`config.mk`:
```
export PLATFORM = sky130hd
export DESIGN_NAME = burst_mem_ctrl
export DESIGN_NICKNAME = d
export VERILOG_FILES = /design/src/rtl/bmc_pkg.sv /design/src/rtl/bmc_tracker.sv /design/src/rtl/bmc_waitgen.sv /design/src/rtl/bmc_mem.sv /design/src/rtl/burst_mem_ctrl.sv
export SDC_FILE = /design/constraint.sdc
export NUM_CORES = 2
export LEC_CHECK = 0
export ABC_AREA = 0
export BUFFER_PORTS_ARGS = -buffer_cell sky130_fd_sc_hd__buf_4
export CORE_MARGIN = 3
export CORE_UTILIZATION = 36
export DETAILED_ROUTE_END_ITERATION = 10
export MAX_ROUTING_LAYER = met4
export SLEW_MARGIN = 20
export SYNTH_ARGS = -nofsm -noshare
export SYNTH_HDL_FRONTEND = slang
export SYNTH_SLANG_ARGS = --single-unit
```
`constraint.sdc`:
```
create_clock -name clk -period 9.4 [get_ports clk]
set_input_delay 0.47 -clock clk [delete_from_list [all_inputs] [get_ports clk]]
set_output_delay 0.47 -clock clk [all_outputs]
set_load 0.02 [all_outputs]
```
`src/rtl/bmc_pkg.sv`:
```
package bmc_pkg;
  typedef enum logic [1:0] {
    SZ_BYTE = 2'b00,
    SZ_HALF = 2'b01,
    SZ_WORD = 2'b10
  } xfer_size_e;

  typedef enum logic [1:0] {
    K_IDLE,
    K_OPEN,
    K_STREAM,
    K_FAULT
  } cyc_kind_e;
endpackage

```
`src/rtl/bmc_tracker.sv`:
```
module bmc_tracker
  import bmc_pkg::*;
#(
  parameter int AW = 32,
  parameter int TW = 4
) (
  input  logic          clk,
  input  logic          rst_n,
  input  logic          ce,
  input  logic          req,
  input  logic          seq,
  input  logic          write,
  input  logic [1:0]    size,
  input  logic [TW-1:0] attr,
  input  logic [AW-1:0] addr,
  output cyc_kind_e     kind,
  output logic          need_wait,
  output logic          err
);
  localparam logic [AW-1:0] STEP = AW'(4);

  logic          open_q, idle_q, wr_q, err_q;
  logic [TW-1:0] attr_q;
  logic [AW-1:0] pred_q;
  logic          is_word, same_ctl;

  assign is_word  = (size == SZ_WORD);
  assign same_ctl = (write == wr_q) && (attr == attr_q);

  always_comb begin
    if (!req)
      kind = K_IDLE;
    else if (!seq)
      kind = K_OPEN;
    else if (idle_q && is_word)
      kind = K_OPEN;
    else if (open_q && is_word && same_ctl && addr == pred_q)
      kind = K_STREAM;
    else
      kind = K_FAULT;
  end

  assign need_wait = (kind == K_OPEN) || (kind == K_FAULT);
  assign err       = err_q;

  always_ff @(posedge clk) begin
    if (!rst_n) begin
      open_q <= 1'b0;
      idle_q <= 1'b0;
      wr_q   <= 1'b0;
      attr_q <= '0;
      pred_q <= '0;
      err_q  <= 1'b0;
    end else if (ce) begin
      if (kind == K_IDLE) begin
        idle_q <= 1'b1;
        open_q <= 1'b0;
      end else begin
        idle_q <= 1'b0;
        open_q <= is_word;
        pred_q <= addr + STEP;
        wr_q   <= write;
        attr_q <= attr;
        if (kind == K_FAULT) err_q <= 1'b1;
      end
    end
  end

  AST_ERR_STICKY: assert property (@(posedge clk) disable iff (!rst_n)
    err_q |=> err_q);
  AST_ERR_ON_CE: assert property (@(posedge clk) disable iff (!rst_n)
    !ce |=> $stable(err_q));
  AST_HOLD_TRACK: assert property (@(posedge clk) disable iff (!rst_n)
    !ce |=> ($stable(pred_q) && $stable(open_q)));
  AST_FAULT_FLAGS: assert property (@(posedge clk) disable iff (!rst_n)
    (ce && kind == K_FAULT) |=> err_q);
endmodule

```
`src/rtl/bmc_waitgen.sv`:
```
module bmc_waitgen #(
  parameter int WAIT_OPEN = 3
) (
  input  logic clk,
  input  logic rst_n,
  input  logic need_wait,
  output logic ce
);
  localparam int CW = (WAIT_OPEN > 1) ? $clog2(WAIT_OPEN) : 1;
  localparam logic [CW-1:0] LOAD = (WAIT_OPEN > 0) ? CW'(WAIT_OPEN - 1) : '0;
  localparam bit HAS_WAIT = (WAIT_OPEN > 0);

  logic          held_q;
  logic [CW-1:0] cnt_q;

  always_comb begin
    if (held_q)
      ce = (cnt_q == '0);
    else
      ce = !(need_wait && HAS_WAIT);
  end

  always_ff @(posedge clk) begin
    if (!rst_n) begin
      held_q <= 1'b0;
      cnt_q  <= '0;
    end else if (held_q) begin
      if (cnt_q == '0) held_q <= 1'b0;
      else             cnt_q  <= cnt_q - 1'b1;
    end else if (need_wait && HAS_WAIT) begin
      held_q <= 1'b1;
      cnt_q  <= LOAD;
    end
  end

  AST_HELD_ENDS: assert property (@(posedge clk) disable iff (!rst_n)
    (held_q && cnt_q == '0) |=> !held_q);
endmodule

```
`src/rtl/bmc_mem.sv`:
```
module bmc_mem #(
  parameter int DEPTH = 64,
  parameter int AW    = 32,
  parameter int DW    = 32
) (
  input  logic          clk,
  input  logic          we,
  input  logic [AW-1:0] addr,
  input  logic [DW-1:0] wdata,
  output logic [DW-1:0] rdata
);
  localparam int IW = (DEPTH > 1) ? $clog2(DEPTH) : 1;

  logic [DW-1:0] mem_q [DEPTH];
  logic [IW-1:0] idx;

  assign idx   = addr[IW+1:2];
  assign rdata = mem_q[idx];

  always_ff @(posedge clk) begin
    if (we) mem_q[idx] <= wdata;
  end
endmodule

```
`src/rtl/burst_mem_ctrl.sv`:
```
module burst_mem_ctrl
  import bmc_pkg::*;
#(
  parameter int WAIT_OPEN = 3,
  parameter int DEPTH     = 64
) (
  input  logic        clk,
  input  logic        rst_n,
  input  logic        bus_req,
  input  logic        bus_seq,
  input  logic        bus_write,
  input  logic [1:0]  bus_size,
  input  logic [3:0]  bus_attr,
  input  logic [31:0] bus_addr,
  input  logic [31:0] bus_wdata,
  output logic [31:0] bus_rdata,
  output logic        clk_en,
  output logic        proto_err
);
  localparam int RW = $clog2(WAIT_OPEN + 2) + 1;

  cyc_kind_e kind;
  logic      need_wait, mem_we;

  bmc_tracker #(.AW(32), .TW(4)) u_track (
    .clk(clk), .rst_n(rst_n), .ce(clk_en), .req(bus_req), .seq(bus_seq),
    .write(bus_write), .size(bus_size), .attr(bus_attr), .addr(bus_addr),
    .kind(kind), .need_wait(need_wait), .err(proto_err)
  );

  bmc_waitgen #(.WAIT_OPEN(WAIT_OPEN)) u_wait (
    .clk(clk), .rst_n(rst_n), .need_wait(need_wait), .ce(clk_en)
  );

  assign mem_we = clk_en && bus_req && bus_write;

  bmc_mem #(.DEPTH(DEPTH), .AW(32), .DW(32)) u_mem (
    .clk(clk), .we(mem_we), .addr(bus_addr), .wdata(bus_wdata), .rdata(bus_rdata)
  );

  logic          prev_ce_q;
  logic [RW-1:0] low_run_q;

  always_ff @(posedge clk) begin
    if (!rst_n) begin
      prev_ce_q <= 1'b1;
      low_run_q <= '0;
    end else begin
      prev_ce_q <= clk_en;
      low_run_q <= clk_en ? '0 : low_run_q + 1'b1;
    end
  end

  AST_OPEN_STALLS: assert property (@(posedge clk) disable iff (!rst_n)
    ((WAIT_OPEN != 0) && bus_req && !bus_seq && prev_ce_q) |-> !clk_en);
  AST_STALL_EXACT: assert property (@(posedge clk) disable iff (!rst_n)
    (!prev_ce_q && clk_en) |-> (low_run_q == RW'(WAIT_OPEN)));
  AST_STALL_BOUND: assert property (@(posedge clk) disable iff (!rst_n)
    low_run_q <= RW'(WAIT_OPEN));
  AST_IDLE_NO_STALL: assert property (@(posedge clk) disable iff (!rst_n)
    (!bus_req && prev_ce_q) |-> clk_en);
endmodule

```
==> results by group <==
Power and ir drop
  • Sw Share: 0.221
  • Part of the power in registers: 0.534
  • Clk network pwr share: 0.416
  • Worst vdd ir: 0.212 mV
  • Power Density: 217 nW/um2
  • Logic gate share of total power: 0.050
  • Int Power: 14.9 mW
  • NetSw: 4.24 mW
  • Leak: 27.2 nW

GRT
  • Pin count of the biggest net entering global routing: 108
  • First-pass GRT wire length: 341000 um
  • Vias in the first global route: 42000
  • Initial antenna violation count: 18
  • Total track usage: 0.226
  • Grt ovf: 0

Layout
  • Util after Layout: 0.419
  • Fin nets: 4430
  • Ratio of cells with drive above 1 in the final layout: 0.139
  • Fillers: 18400
  • Area delta synth->final: 15.2%

Yosys
  • Number of synthesized flops with an enable pin: 2048
  • Synth warn: 0
  • Top-count cell post-synth: edfxtp_1
  • Syn_area_per_cell: 18.5 um2
  • Distinct cells, synth: 53
  • FFs w/ async S/R, synth: 0
  • Synth top cells by count: edfxtp_1, a22oi_1, a22o_1, a31oi_1, a221oi_1
  • Syn Nets: 4232
  • #FFs+latches synth: 2091
  • Main area contributors after synthesis: edfxtp_1, a22oi_1, a22o_1, a221oi_1, a31oi_1
  • Cell count after synthesis: 4155
  • Netlist Area Pre-Place: 76700 um2
  • Top-area cell type share of the netlist area: 0.802
  • Dominant cell type by area after synthesis: edfxtp_1
  • Sequential share of the synthesized area: 0.813
  • Prevailing post-synth register cell: edfxtp_1

Floorplanning
  • Placement row count: 168
  • Area of the core: 211000 um2
  • Starting Density: 0.364
  • # IOs: 109
  • Die width: 468 um
  • Chip Height: 468 um
  • Die Area: 219000 um2

Worst setup path
  • Crit Path Class: primary input to primary output
  • RR Startpoint: u_track.pred_q[8]
  • Worst setup SP type: primary input
  • R2R setup slack: 5.27 ns
  • RR Endpoint: u_mem.mem_q[52][12]
  • Max FO, Critical Path: 71
  • CP arrival: 4.88 ns
  • Worst Path Required: 8.93 ns
  • FF-to-FF path depth: 8
  • Crit end category: primary output

Placed design
  • GPL Wtd Cong: 0.875
  • Dpl hpwl: 138000 um
  • Number of port buffers: 108

Outcome
  • Status: finished clean

Clock tree
  • PostCTS Resize Cnt: 0
  • Worst skew pair latency: 0.85 ns
  • CTS tree: yes
  • Clock buffer depth: 3
  • # hold bufs at CTS: 33
  • Postcts setup bufs: 0
  • CTS clk-pin slew, worst paths: 0.06 ns
  • Clk sink count: 2091
  • Root Buffer: clkbuf_16
  • CTS buffer count: 209
  • Htree depth: 4

Detailed routing
  • Max layer used: met4
  • WL final: 245000 um
  • Routed len/inst: 33.4 um
  • DR WL met2: 113000 um
  • Via density per instance: 6.07
  • Initial DRC Count: 7280
  • Pre-antenna DRT Iters: 6
  • Vias post-DR: 44500
  • DRC Markers: 0
  • Wire length on met3: 26100 um
  • Length of routed wiring on met1: 95700 um
  • Post-route ant nets: 0

Run
  • Max-Cap Viols: 0

Timing
  • Unrepaired setup endpoints after global routing: no
  • Worst-margin pin slew: 1.22 ns
  • Worst Skew: 0.0264 ns
  • Maximum clock rate: 0.187 GHz
  • Final Max Tran Viols: 0
  • Slew headroom: 0.181
  • Setup Viol. Count Final: 0
  • Final Cycle Share: 0.569
  • Setup TNS: 0 ns
  • Fin. Hold Viols: 0
  • Tmin final: 5.35 ns
  • Min Hold Slack: 0.0464 ns

Hold path
  • Hold path cells: 1
  • Worst hold endpoint: u_mem.mem_q[19][27]
  • HP Class: primary input to flip-flop
  • Hold Crit Start: bus_wdata[27]
routing by layer:
metal  vias up  GRT usage
li1      18100          -
met4         0     0.0875
met3       340     0.0442
met1     23300      0.305
met5         -          -
met2      2781      0.338
worst max-delay path, stage by stage:
cell and delay (ns):
dlygate4sd3_1 0.56, buf_4 0.21, nor3b_4 0.22, buf_12 0.25, buf_4 0.43, a22o_1 0.31
a221oi_1 0.42, a31oi_1 0.29, nor4_1 0.93, nand3_1 0.40, buf_4 0.29
layout by cell type, fill, tap and decap left out, drive strengths merged, types with 63 or more instances in the layout:
cell type and count:
a22oi 628, nor3 76, edfxtp 2048, a31oi 198, nand4 68, buf 248
a22o 198, clkbuf 272, nand2 78, clkinv 88, a21oi 63, a221oi 198
final cells by class:
cell class	count	area (um2)	area share
Sequential cell	2091	62400	0.705
Tap cell	2805	3510	0.0397
Inverter	11	41.3	0.000467
Clock buffer	272	5520	0.0624
Clock inverter	111	1000	0.0113
Multi-Input combinational cell	1759	13600	0.154
Timing Repair Buffer	281	2350	0.0266
Antenna cell	9	22.5	0.000255
logic make-up after synthesis:
kind of cell             count (synthesis)  share of synthesized area
buffers and inverters                  305                     0.0177
AND/OR/NAND/NOR                        354                     0.0286
flip-flops                            2091                      0.813
AO/OA/AOI/OAI                         1321                      0.131
adder cells (fa/ha/maj)                  2                   0.000326
XOR/XNOR                                56                    0.00639
multiplexers                            26                    0.00339
registers in the layout (all words and copies together) (netlist names):
register / flops
u_track.err: 1
u_wait.cnt_q: 2
u_track.open_q: 1
u_track.idle_q: 1
u_track.wr_q: 1
u_track.attr_q: 4
u_mem.mem_q: 2048
u_wait.held_q: 1
u_track.pred_q: 32
stage by stage:
stage	instances	instance area (um2)	worst slack, ns	power, mW
2_1_floorplan	4155	76700	4.85	10.8
3_3_place_gp	6912	81400	4.27	11.4
3_5_place_dp	6914	81500	4.64	11.4
4_1_cts	7330	88400	4.06	19.3
5_1_grt	7335	88400	3.99	19.7
6_report	7339	88400	4.05	19.2
how the worst max path moves through the flow:
| stage | start | end | cells after the start |
|---|---|---|---|
| after floorplan | bus_addr[2] | u_mem.mem_q[0][0] | 7 |
| after global placement | bus_addr[3] | bus_rdata[11] | 10 |
| after detailed placement | bus_addr[2] | bus_rdata[26] | 10 |
| after CTS | bus_addr[2] | bus_rdata[26] | 11 |
| after global routing | bus_addr[2] | bus_rdata[4] | 10 |
| final | bus_addr[2] | bus_rdata[31] | 11 |
power by group through the flow:
stage	Clock (mW)	Combinational (mW)	Sequential, mW
6_report	7.99	0.951	10.2
4_1_cts	8.07	0.946	10.2
5_1_grt	8.45	0.985	10.2
3_3_place_gp	0	0.924	10.4
2_1_floorplan	0	0.380	10.4
3_5_place_dp	0	0.933	10.4
(Power assumes the default switching activity.)
